`config.mk`:
```
export PLATFORM = sky130hd
export DESIGN_NAME = port_req_detect
export DESIGN_NICKNAME = d
export VERILOG_FILES = /design/src/rtl/port_req_detect.sv
export SDC_FILE = /design/constraint.sdc
export NUM_CORES = 1
export LEC_CHECK = 0
export ABC_AREA = 0
export BUFFER_PORTS_ARGS = -buffer_cell sky130_fd_sc_hd__buf_4
export CAP_MARGIN = 30
export CORE_ASPECT_RATIO = 1.1
export CORE_MARGIN = 2
export CORE_UTILIZATION = 55
export CTS_CLUSTER_DIAMETER = 80
export CTS_CLUSTER_SIZE = 12
export DETAILED_ROUTE_END_ITERATION = 7
export PLACE_DENSITY = 0.73
export SYNTH_ARGS = -nofsm -noshare
export SYNTH_HDL_FRONTEND = slang
export SYNTH_SLANG_ARGS = --single-unit
export TNS_END_PERCENT = 30
```
`constraint.sdc`:
```
create_clock -name clk -period 3.25 [get_ports clk]
set_input_delay 0.325 -clock clk [delete_from_list [all_inputs] [get_ports clk]]
set_output_delay 0.325 -clock clk [all_outputs]
set_load 0.01 [all_outputs]
```
`src/rtl/port_req_detect.sv`:
```
module port_req_detect #(
  parameter int NPINS    = 4,
  parameter int FILT_LEN = 16,
  parameter int DIV_A    = 8,
  parameter int DIV_B    = 16,
  parameter int DIV_C    = 128,
  parameter int DW       = 16
) (
  input  logic             clk,
  input  logic             rst_n,
  input  logic             wr_en,
  input  logic             rd_en,
  input  logic             addr,
  input  logic [DW-1:0]    wdata,
  output logic [DW-1:0]    rdata,
  input  logic [NPINS-1:0] pins_n,
  output logic             irq
);
  localparam int CW     = $clog2(FILT_LEN + 1);
  localparam int PW     = $clog2(DIV_C);
  localparam int EN_BIT = 2 * NPINS;

  logic [PW-1:0]            pre;
  logic                     stb_a, stb_b, stb_c;
  logic [2*NPINS-1:0]       mode;
  logic                     en;
  logic [NPINS-1:0]         sync1, sync2, prev, flag, armed;
  logic [NPINS-1:0][CW-1:0] fcnt;

  always_ff @(posedge clk or negedge rst_n)
    if (!rst_n) pre <= '0;
    else        pre <= pre + 1'b1;

  assign stb_a = (pre & PW'(DIV_A - 1)) == PW'(DIV_A - 1);
  assign stb_b = (pre & PW'(DIV_B - 1)) == PW'(DIV_B - 1);
  assign stb_c = (pre & PW'(DIV_C - 1)) == PW'(DIV_C - 1);

  always_ff @(posedge clk or negedge rst_n)
    if (!rst_n) begin
      mode <= '0;
      en   <= 1'b0;
    end else if (wr_en && !addr) begin
      mode <= wdata[2*NPINS-1:0];
      en   <= wdata[EN_BIT];
    end

  always_ff @(posedge clk or negedge rst_n)
    if (!rst_n) begin
      sync1 <= '1;
      sync2 <= '1;
      prev  <= '1;
    end else begin
      sync1 <= pins_n;
      sync2 <= sync1;
      prev  <= sync2;
    end

  for (genvar i = 0; i < NPINS; i++) begin : g_pin
    logic [1:0] m;
    logic       stb, filt_done, edge_hit, clr;
    assign m         = mode[2*i +: 2];
    assign stb       = (m == 2'b01) ? stb_a : (m == 2'b10) ? stb_b : stb_c;
    assign filt_done = (m != 2'b00) && stb && !sync2[i] && (fcnt[i] == CW'(FILT_LEN - 1));
    assign edge_hit  = (m == 2'b00) && prev[i] && !sync2[i];
    assign clr       = wr_en && addr && !wdata[i] && armed[i];

    always_ff @(posedge clk or negedge rst_n)
      if (!rst_n)                           fcnt[i] <= '0;
      else if (m == 2'b00)                  fcnt[i] <= '0;
      else if (stb) begin
        if (sync2[i])                       fcnt[i] <= '0;
        else if (fcnt[i] != CW'(FILT_LEN))  fcnt[i] <= fcnt[i] + 1'b1;
      end

    always_ff @(posedge clk or negedge rst_n)
      if (!rst_n) flag[i] <= 1'b0;
      else        flag[i] <= edge_hit | filt_done | (flag[i] & ~clr);

    always_ff @(posedge clk or negedge rst_n)
      if (!rst_n)                armed[i] <= 1'b0;
      else if (wr_en && addr)    armed[i] <= 1'b0;
      else if (rd_en && addr)    armed[i] <= flag[i];
  end

  assign rdata = addr ? DW'(flag) : DW'({en, mode});
  assign irq   = en & (|flag);
endmodule

```
; ---- After elaboration in Yosys (flattened, before gate mapping)
; Cells that the tools add are included.
[classes]
add_sub_neg = 5
n_bitwise = 17
eq_ne = 19
reduce_logical = 62
muxes = 33
[ops]
columns = cell, count
row1 = $mux W5, 16
row2 = $logic_and A1 B1 Y1, 31
row3 = $add A5 B1 Y5 const B, 4
row4 = $eq A5 B4 Y1 const B, 4
row5 = $ne A5 B5 Y1 const B, 4
row6 = $reduce_bool A2 Y1, 9
row7 = $mux W1, 16
row8 = $reduce_bool A3 Y1, 4
row9 = $logic_not A1 Y1, 9
row10 = $mux W9, 1
row11 = $eq A2 B1 Y1 const B, 4
row12 = $eq A2 B2 Y1 const B, 4
row13 = $logic_not A2 Y1, 4
row14 = $or A1 B1 Y1, 8
row15 = $reduce_and A2 Y1, 4
row16 = $add A7 B1 Y7 const B, 1
row17 = $eq A7 B7 Y1 const B, 1
row18 = $and A1 B1 Y1, 5
row19 = $eq A4 B4 Y1 const B, 1
row20 = $not A1 Y1, 4
row21 = $reduce_or A4 Y1, 1
row22 = $eq A3 B3 Y1 const B, 1
[totals]
elab_cells = 154
input_bits = 25
reg_bits = 56

; ---- Depth between registers and ports, before layout
[logic_depth]
ltp_word = 8
mapped_depth = 7

; ---- Worst setup path after synthesis
; No wires, ideal clock.
[synth_timing]
kind = register to register
from = register pre[0]
to = register fcnt[10] in the netlist's numbering
setup_ns = 0.128
path_stages_with_launch = 7
t_arrival_ns = 1.789
t_required_ns = 3.122
setup_slack_ns = 1.333
path_cell_list = dfrtp_1 ha_1 ha_1 clkbuf_1 nor2b_1 a221oi_2 mux2_1
[synth_via]
elab_chain_len = 5
word_cells_on_any_way = 7
[synth_rtl]
columns = element, line_no
row1 = from (decl), 23  ; logic [PW-1:0] pre;
row2 = from (signal assigned), 32  ; else pre <= pre + 1'b1;
row3 = $eq A7 B7 Y1 / $eq A4 B4 Y1 (equally long branches), "36, 35"
row4 = $mux W1, 62  ; assign stb = (m == 2'b01) ? stb_a : (m == 2'b10) ? stb_b : stb_c;
row5 = $mux W1 (*), 62
row6 = $reduce_bool A2 Y1 (no line) (*), -
row7 = $reduce_and A2 Y1 (no line) (*), -
row8 = "to (signal, indexed assignment)", 68  ; if (!rst_n) fcnt[i] <= '0;
row9 = "to (signal, indexed assignment)", 69  ; else if (m == 2'b00) fcnt[i] <= '0;
row10 = "to (signal, indexed assignment)", 71  ; if (sync2[i]) fcnt[i] <= '0;
row11 = to (decl), 28  ; logic [NPINS-1:0][CW-1:0] fcnt;
; Mark *: on every way between the ends. The rest lies on a longest branch, timed or not.
; A chain may end at the register's enable or synchronous reset.

; ---- Worst setup path after layout
[layout_timing]
from = register pre[0]
to = register fcnt[1] in the netlist's numbering
; Same word-level chain as after synthesis.

==> impl_metrics.toml <==
[run_status]
status = "finished clean"

[clock_tree]
numCtsBuffers = 5
cts_root_buf = "clkbuf_8"
cts_max_level = 2
cts_tree = "yes"
cts_buffer_depth = 2
cts_setup_buffers = 0
clk_pin_slew_ns = 0.10
clock_latency_ns = 0.31
cts_sinks = 56
holdBufCountCts = 0
cts-resized-gates = 0

[setup_path]
crit_required_ns = 3.45
worst_ep_arrival_time_ns = 2.30
cp_max_fo = 11
crit_path_end_kind = "register"
start_kind = "register"
critical_path_class = "register to register"
ff2ff_setup_slack_ns = 1.15

[power]
switching_share_pct = 30.8
peakVddDrop_mv = 0.277
p_total_mw = 1.56
seqPwrFrac_pct = 55.7
switching_power_mw = 0.479
p_int_mw = 1.08
power_density_nw_per_um2 = 460
p_leak_nw = 1.45
p_clk_share_pct = 23.4
power_frac_comb_pct = 20.9

[global_routing]
grt_max_degree = 57
antenna_found_initial = 0
overflow = 0
grt_first_pass_wirelength_mm = 10.1
grt_pass1_vias = 2259
track_usage_pct = 21.2

[yosys]
ys_seq_area_share_pct = 46.0
avgSynthCellArea_sq_um = 10.2
yosys_warnings = 0
async_flop_share_pct = 100
synthesis.area_sq_um = 3080
ys_ff_latch = 56
synth-edff-count = 0
ys_types = 57
postSynthCellCount = 302
synth_flop_cell = "dfrtp_1"

[min_path]
hold_path_class = "input port to asynchronous set/reset pin"

[sta]
worst_pin_slew_ns = 0.697
setup_ws_ns = 1.15
period_share_pct = 64.7
rsz0062_at_grt = "no"
relSlewSlack_pct = 53.5
max_freq_mhz = 475
hold_ws_ns = 0.0237
hold_viol = 0
finalCriticalPeriod_ns = 2.10
timing_max_transition_violations_final = 0
fin_skew_ns = 0.00728
finalSetupViolCount = 0
final.setup.tns_ns = 0

[detailed_routing]
routed_wl_mm = 5.92
via_count = 2315
dr.pass1.iters = 4
first_iter_violations = 178
wire_per_inst_um = 14.8
drc = 0
drtAntennaViolNets = 0
avgViaCountPerCell = 5.79

[floorplan]
rows = 28
die_area_sq_um = 6210
start_util_pct = 57.0
coreArea_sq_um = 5400
io_pins = 42
fp.dieW_um = 75.3
chipHeight_um = 82.4

[placed_design]
globalplace.congestion = 0.858
io_buffers = 27
dp_hpwl_mm = 4.14
place_ws_ns = 1.17

[cells_and_area]
syn_to_final_growth_pct = 10.0
regArea_sq_um = 1420
fillers = 468
fin_nets = 364
antenna_cells = 0
multi_input_area_sq_um = 1490
drive_above_1_share_pct = 17.5

[run]
cap_violations = 0
-- cell type report --
class	count	share of cell area [%]
Clock buffer	6	2.14
Tap cell	75	2.77
Clock inverter	1	0.148
Sequential cell	56	41.8
Multi-Input combinational cell	208	44.0
Timing Repair Buffer	28	6.21
Inverter	26	2.88
-- metrics by stage --
stage | cell area [sq um] | utilization (%) | std cells
6_report | 3380 | 62.7 | 400
4_1_cts | 3380 | 62.7 | 400
5_1_grt | 3380 | 62.7 | 400
3_3_place_gp | 3310 | 61.3 | 393
3_5_place_dp | 3310 | 61.3 | 393
2_1_floorplan | 3100 | - | 308
-- state kept, by name, summed over array words and instances (netlist names) --
signal and flops:
en 1, flag 4, mode 8, sync2 4
prev 4, armed 4, sync1 4, fcnt 20
pre 7
-- final timing paths --
path / cells past startpoint / start / to
min in group clk: 1 / pins_n[1] / sync1[1]
hold / removal: 1 / rst_n / fcnt[7]
max in group asynchronous: 1 / rst_n / flag[0]
hold reg to reg: 0 / sync1[1] / sync2[1]
setup / recovery: 6 / pre[0] / fcnt[1]
setup reg to reg: 6 / pre[0] / fcnt[1]
-- power by group through the flow --
stage | logic (mW) | clock network, mW | registers, mW
floorplan | 0.244 | 0 | 0.844
global placement | 0.317 | 0 | 0.874
detailed placement | 0.328 | 0 | 0.878
CTS | 0.329 | 0.384 | 0.865
global route | 0.372 | 0.405 | 0.879
finish | 0.326 | 0.364 | 0.866
-- synth_stat cells (3+ instances only) --
library cell / instances / share of area (%)
o21ai_0: 5 / 0.81
nor3b_1: 5 / 1.2
nor3_1: 7 / 1.1
and3_1: 10 / 2.0
inv_1: 23 / 2.8
nor2_1: 13 / 1.6
o211ai_1: 6 / 1.5
dfrtp_1: 44 / 36
ha_1: 14 / 5.7
nand2_1: 23 / 2.8
o21a_1: 8 / 2.0
nand4_1: 3 / 0.61
o21ai_1: 11 / 1.8
mux2_1: 10 / 3.7
a31oi_1: 9 / 1.8
clkinv_1: 3 / 0.37
dfstp_2: 12 / 10
o22ai_1: 8 / 1.6
nor2b_1: 5 / 1.0
a21oi_1: 5 / 0.81
xnor2_1: 3 / 0.85
buf_4: 7 / 1.7
clkbuf_1: 9 / 1.1
nand3_1: 12 / 2.0
-- logic make-up (layout without fill, tap and decap cells) --
family	after synthesis	count (layout)	share of synthesized area, %
DFF	56	56	46.0
xor gates and xnor gates	5	5	1.42
buffers and inverters	44	61	6.30
AOI/OAI and AO/OA	76	76	18.8
adders and majority gates	14	14	5.69
other	1	7	0.122
and+or+nand+nor	94	94	17.3
muxes	12	12	4.31
-- critical path, cell delays in order (launching register included) --
cell      delay (ns)
dfrtp_1         0.37
ha_1            0.24
ha_1            0.45
nor3b_1         0.14
a221oi_4        0.35
o41ai_1         0.21
a32o_1          0.23
-- per-layer routing --
layer	up-vias	global-route usage [%]	part of all wire, %
met4	0	8.25	1.7
met2	41	33.2	47
met5	-	0	0
met3	8	4.85	3.5
li1	1126	-	-
met1	1140	28.6	48
-- cell usage in the layout (no fill, tap or decap), drive strengths merged, types with 2 or more instances in the layout --
cell and count:
o21ai 16, clkinv 4, o21a 8, and3 10, o31ai 2, dfrtp 44
nand4 3, nor2b 5, o22ai 8, clkbuf 6, mux2 10, nor3 9
ha 14, xor2 2, nand3 14, conb 7, a211oi 3, o32ai 2
nor4 2, a221oi 3, inv 23, or3b 2, o211ai 6, a21oi 5
xnor2 3, nor2 13, dfstp 12, nor4b 2, a2bb2oi 2, buf 28
nor3b 5, o31a 2, nand2 23, a31oi 9, mux2i 2
(Power assumes the default switching activity.)
